[config.mk]
export PLATFORM = sky130hd
export DESIGN_NAME = baud_tick_gen
export DESIGN_NICKNAME = d
export VERILOG_FILES = /design/src/rtl/baud_tick_gen.sv
export SDC_FILE = /design/constraint.sdc
export NUM_CORES = 1
export LEC_CHECK = 0
export ABC_AREA = 1
export BUFFER_PORTS_ARGS = -buffer_cell sky130_fd_sc_hd__buf_2
export CORE_UTILIZATION = 40
export DETAILED_ROUTE_END_ITERATION = 7
export GPL_TIMING_DRIVEN = 0
export PLACE_DENSITY_LB_ADDON = 0.15
export SLEW_MARGIN = 20
export SYNTH_ARGS = -nofsm -noshare
export SYNTH_HDL_FRONTEND = slang
export SYNTH_SLANG_ARGS = --single-unit
[constraint.sdc]
create_clock -name clk -period 4.5 [get_ports clk]
set_clock_uncertainty 0.1 [all_clocks]
set_input_delay 0.675 -clock clk [delete_from_list [all_inputs] [get_ports clk]]
set_output_delay 0.675 -clock clk [all_outputs]
set_load 0.01 [all_outputs]
[src/rtl/baud_tick_gen.sv]
module baud_tick_gen #(
  parameter int BYTE_W = 8,
  parameter int OVS_W  = 4
) (
  input  logic              clk,
  input  logic              rst_n,
  input  logic              clk_en,
  input  logic              wr_en,
  input  logic [1:0]        wr_addr,
  input  logic [BYTE_W-1:0] wr_data,
  output logic              sample_tick,
  output logic              bit_tick
);
  localparam int DIV_W = 2 * BYTE_W;
  localparam int SPB_W = OVS_W + 1;
  localparam logic [SPB_W-1:0] SPB_MAX_LAST = SPB_W'((1 << OVS_W) - 1);
  localparam logic [OVS_W-1:0] OVS_MIN = OVS_W'(4);

  logic [BYTE_W-1:0] div_lo, div_hi;
  logic [OVS_W-1:0]  ovs;
  logic              pend;
  logic [DIV_W-1:0]  div_cnt;
  logic [SPB_W-1:0]  smp_cnt;

  wire [DIV_W-1:0] div_raw  = {div_hi, div_lo};
  wire [DIV_W-1:0] div_last = (div_raw == '0) ? '0 : div_raw - 1'b1;
  wire [SPB_W-1:0] spb_last = (ovs < OVS_MIN) ? SPB_MAX_LAST : {1'b0, ovs} - 1'b1;
  wire             div_wrap = div_cnt >= div_last;
  wire             smp_wrap = smp_cnt >= spb_last;
  wire             cfg_wr   = wr_en && (wr_addr != 2'd3);

  always_ff @(posedge clk or negedge rst_n) begin
    if (!rst_n) begin
      div_lo <= BYTE_W'(1);
      div_hi <= '0;
      ovs    <= '0;
    end else if (wr_en) begin
      case (wr_addr)
        2'd0:    div_lo <= wr_data;
        2'd1:    div_hi <= wr_data;
        2'd2:    ovs    <= wr_data[OVS_W-1:0];
        default: ;
      endcase
    end
  end

  always_ff @(posedge clk or negedge rst_n) begin
    if (!rst_n)
      pend <= 1'b0;
    else if (cfg_wr)
      pend <= 1'b1;
    else if (clk_en)
      pend <= 1'b0;
  end

  always_ff @(posedge clk or negedge rst_n) begin
    if (!rst_n) begin
      div_cnt     <= '0;
      smp_cnt     <= '0;
      sample_tick <= 1'b0;
      bit_tick    <= 1'b0;
    end else begin
      sample_tick <= 1'b0;
      bit_tick    <= 1'b0;
      if (clk_en) begin
        if (pend) begin
          div_cnt <= '0;
          smp_cnt <= '0;
        end else if (div_wrap) begin
          div_cnt     <= '0;
          sample_tick <= 1'b1;
          if (smp_wrap) begin
            smp_cnt  <= '0;
            bit_tick <= 1'b1;
          end else begin
            smp_cnt <= smp_cnt + 1'b1;
          end
        end else begin
          div_cnt <= div_cnt + 1'b1;
        end
      end
    end
  end
endmodule

==> run_results.csv <==
group,metric,value,unit
setup_path,crit_path_start,"div_hi[1]",
cts,ctsLongestPathBuffers,2,
final_layout,layout-drive-gt1-share,10.9,%
setup_path,cp_slowest_stage_delay,0.43,ns
timing,post-route-period-util,67.8,%
timing,hold_viol,0,
cts,cts_tree,"yes",
grt,first_global_vias,2441,
die,fp.dieW,88.0,um
grt,antenna_found_initial,0,
setup_path,crit_top_cell,"nor2_1",
synth,syn_area_per_cell,7.62,um2
timing,fmax,0.328,GHz
synth,yosysWarnings,0,
placement,place.gp.congestion,0.849,
synth,syn-instance-count,388,
final_layout,mostFrequentLayoutCells,"nand2_1 (96), inv_1 (46), nor2_1 (44)",
setup_path,worstSetupEndpointType,"flip-flop",
synth,synth_seq_cells,44,
timing,final.setup.tns,0,ns
pwr,power_per_cell_area,296,nW/um2
setup_path,ff2ff_setup_slack,1.45,ns
synth,synthesis.area,2960,um2
final_layout,n_antenna_cell,0,
die,core-area,6980,um2
die,rows,30,
setup_path,cp_top_family,"simple AND/OR/NAND/NOR gates",
placement,port_buffers,15,
timing,relSlewSlack,62.4,%
die,start_util,42.3,%
cts,root_buffer,"clkbuf_8",
route,first_pass_iters,5,
route,postRouteAntennaNets,0,
final_layout,areaGrowthSynthToFinish,9.39,%
cts,clk_latency,0.30,ns
setup_path,slowest_stage,"dfrtp_1",
final_layout,seq_area,1100,um2
synth,yosysTopAreaCellShare,36.4,%
route,wire_per_inst,11.8,um
cts,clk_pin_slew_worst_paths,0.08,ns
setup_path,startpoint_type,"flip-flop",
cts,numClockSinks,44,
route,drt_wl_total,6.01,mm
cts,cts_resized,0,
route,drc,0,
setup_path,path_cells,"nor2_1 -> nand2_1 -> nor4_2 -> nand4_2 -> buf_2 -> nand2_1 -> ha_1 -> a21oi_1 -> o21ai_0 -> nor2_1 -> nand3_2 -> nand2_2 -> inv_2 -> buf_6 -> nor2_1",
timing,setup_viol,0,
synth,synth_cell_types,35,
setup_path,crit_fanout,10,
setup_path,worstPathArrival,3.18,ns
final_layout,final_common_cell,"nand2_1",
synth,ys_seq_area_share,37.3,%
setup_path,crit_buf_inv,3,
die,die_y,88.0,um
timing,period_minus_slack,3.05,ns
pwr,p_leak,1.64,nW
route,avgViaCountPerCell,4.83,
timing,rsz0062_at_grt,"false",
final_layout,nNetsFinal,450,
synth,yosysTopAreaCell,"dfrtp_1",
grt,grt_use_total,18.4,%
worst_hold_path,worstHoldPathType,"input port to async pin",
pwr,peakVddDrop,0.189,mV
grt,use_met3,3.68,%
route,vias,2450,
job,drv_cap,0,
route,drt_iter0_markers,112,
timing,tightest_slew,0.564,ns
grt,grt_use_met1,23.8,%
final_layout,utilization,46.3,%
setup_path,cp.required,4.63,ns
synth,synth_area_leaders,"dfrtp_1 (36%), nand2_1 (12%), ha_1 (11%)",
timing,slew_viol_final,0,
grt,grt_overflow,0,
setup_path,r2r_start,"div_hi[1]",
setup_path,r2r_cells,15,
grt,grtUsageMet2,30.6,%
final_layout,multi_input_comb_area,1650,um2
cts,hold_buffers,0,
placement,dpl.hpwl,4.75,mm
cts,post_cts_buffers,0,
cts,htreeDepth,2,
cts,cts_made_buffers,5,
grt,grt_max_degree,45,
setup_path,r2r-end,"div_cnt[14]",
synth,synth_nets,428,
grt,top_usage_layer,"met2",
die,dieArea,7740,um2
setup_path,critPathKind,"flip-flop to flip-flop",
grt,grt_pass1_wl,11.0,mm
outcome,status,"completed",
die,ios,16,
final_layout,fillCellCount,742,
## logic make-up after synthesis
group	share of synthesized area, %
other cells	0.127
fa+ha+maj	11.0
xor+xnor	5.33
compound gates	7.58
flops	37.3
simple gates	31.8
buf+inv	6.90
## worst max-delay path by stage
stage / cells past startpoint / slack, ns / to
after detailed placement: 15 / 1.43 / div_cnt[13]
final: 15 / 1.45 / div_cnt[14]
after global placement: 15 / 1.40 / div_cnt[14]
after global routing: 15 / 1.16 / div_cnt[3]
after CTS: 15 / 1.40 / div_cnt[14]
after floorplan: 15 / 2.02 / div_cnt[10]
## state kept, by name (all words and copies together) (netlist names)
name and cells:
div_cnt 16, ovs 4, div_hi 8, div_lo 8, pend 1, bit_tick 1, smp_cnt 5, sample_tick 1
## cell type report
type,instances,share of cell area [%]
clock buffer,8,2.48
tap,96,3.71
multi-input combinational,292,51.0
inverter,48,5.57
sequential,44,34.1
timing repair buffer,15,2.40
buffer,4,0.735
## routing by layer
| metal | share of wire (%) | up-vias | wire length, um |
|---|---|---|---|
| met2 | 45 | 37 | 2700 |
| met1 | 50 | 1102 | 3010 |
| met5 | 0 | - | 0 |
| met4 | 1.9 | 0 | 113 |
| met3 | 2.9 | 10 | 177 |
| li1 | - | 1301 | - |
## through the flow
stage / setup slack [ns] / instances / hold slack, ns / instance area (um2) / power (mW)
3_3_place_gp: 1.40 / 499 / 0.372 / 3150 / 0.721
6_report: 1.45 / 507 / 0.262 / 3230 / 0.958
3_5_place_dp: 1.43 / 499 / 0.378 / 3150 / 0.730
4_1_cts: 1.40 / 507 / 0.397 / 3230 / 0.973
5_1_grt: 1.16 / 507 / 0.298 / 3230 / 1.04
2_1_floorplan: 2.02 / 388 / 0.279 / 2960 / 0.660
## worst reg2reg max path: cells and delay by family, from the launching register on
| kind | cells | cell delay [ns] |
|---|---|---|
| DFF | 1 | 0.43 |
| AOI/OAI and AO/OA | 2 | 0.23 |
| and+or+nand+nor | 9 | 1.46 |
| buffers and inverters | 3 | 0.50 |
| adders and majority gates | 1 | 0.25 |
## power breakdown
group / switching (mW) / total, mW / internal (mW) / leakage [nW]
Sequential: 0.0414 / 0.471 / 0.430 / 0.579
Clock: 0.128 / 0.239 / 0.110 / 0.0395
Combinational: 0.149 / 0.248 / 0.0992 / 1.03
## cells in the mapped netlist
cell,instances
xnor2_1,6
nor2_2,4
nand3_2,2
nor2_4,2
inv_1,46
nor4_2,1
nand4_2,1
a21oi_1,10
clkbuf_1,2
o21bai_1,1
ha_1,26
o21ai_0,29
nand2_2,3
nor3b_1,1
dfrtp_1,43
buf_6,1
nor4_4,1
xor2_1,12
nor2_1,44
nand3b_1,1
conb_1,1
nand2_1,96
a31o_2,1
o21a_1,1
or2_2,4
and2_1,1
inv_2,2
nor3_1,3
nor3_2,1
nor4_1,1
o21ai_1,1
dfstp_2,1
nand3_1,27
buf_2,1
nand4_1,11
(Power assumes the default switching activity.)
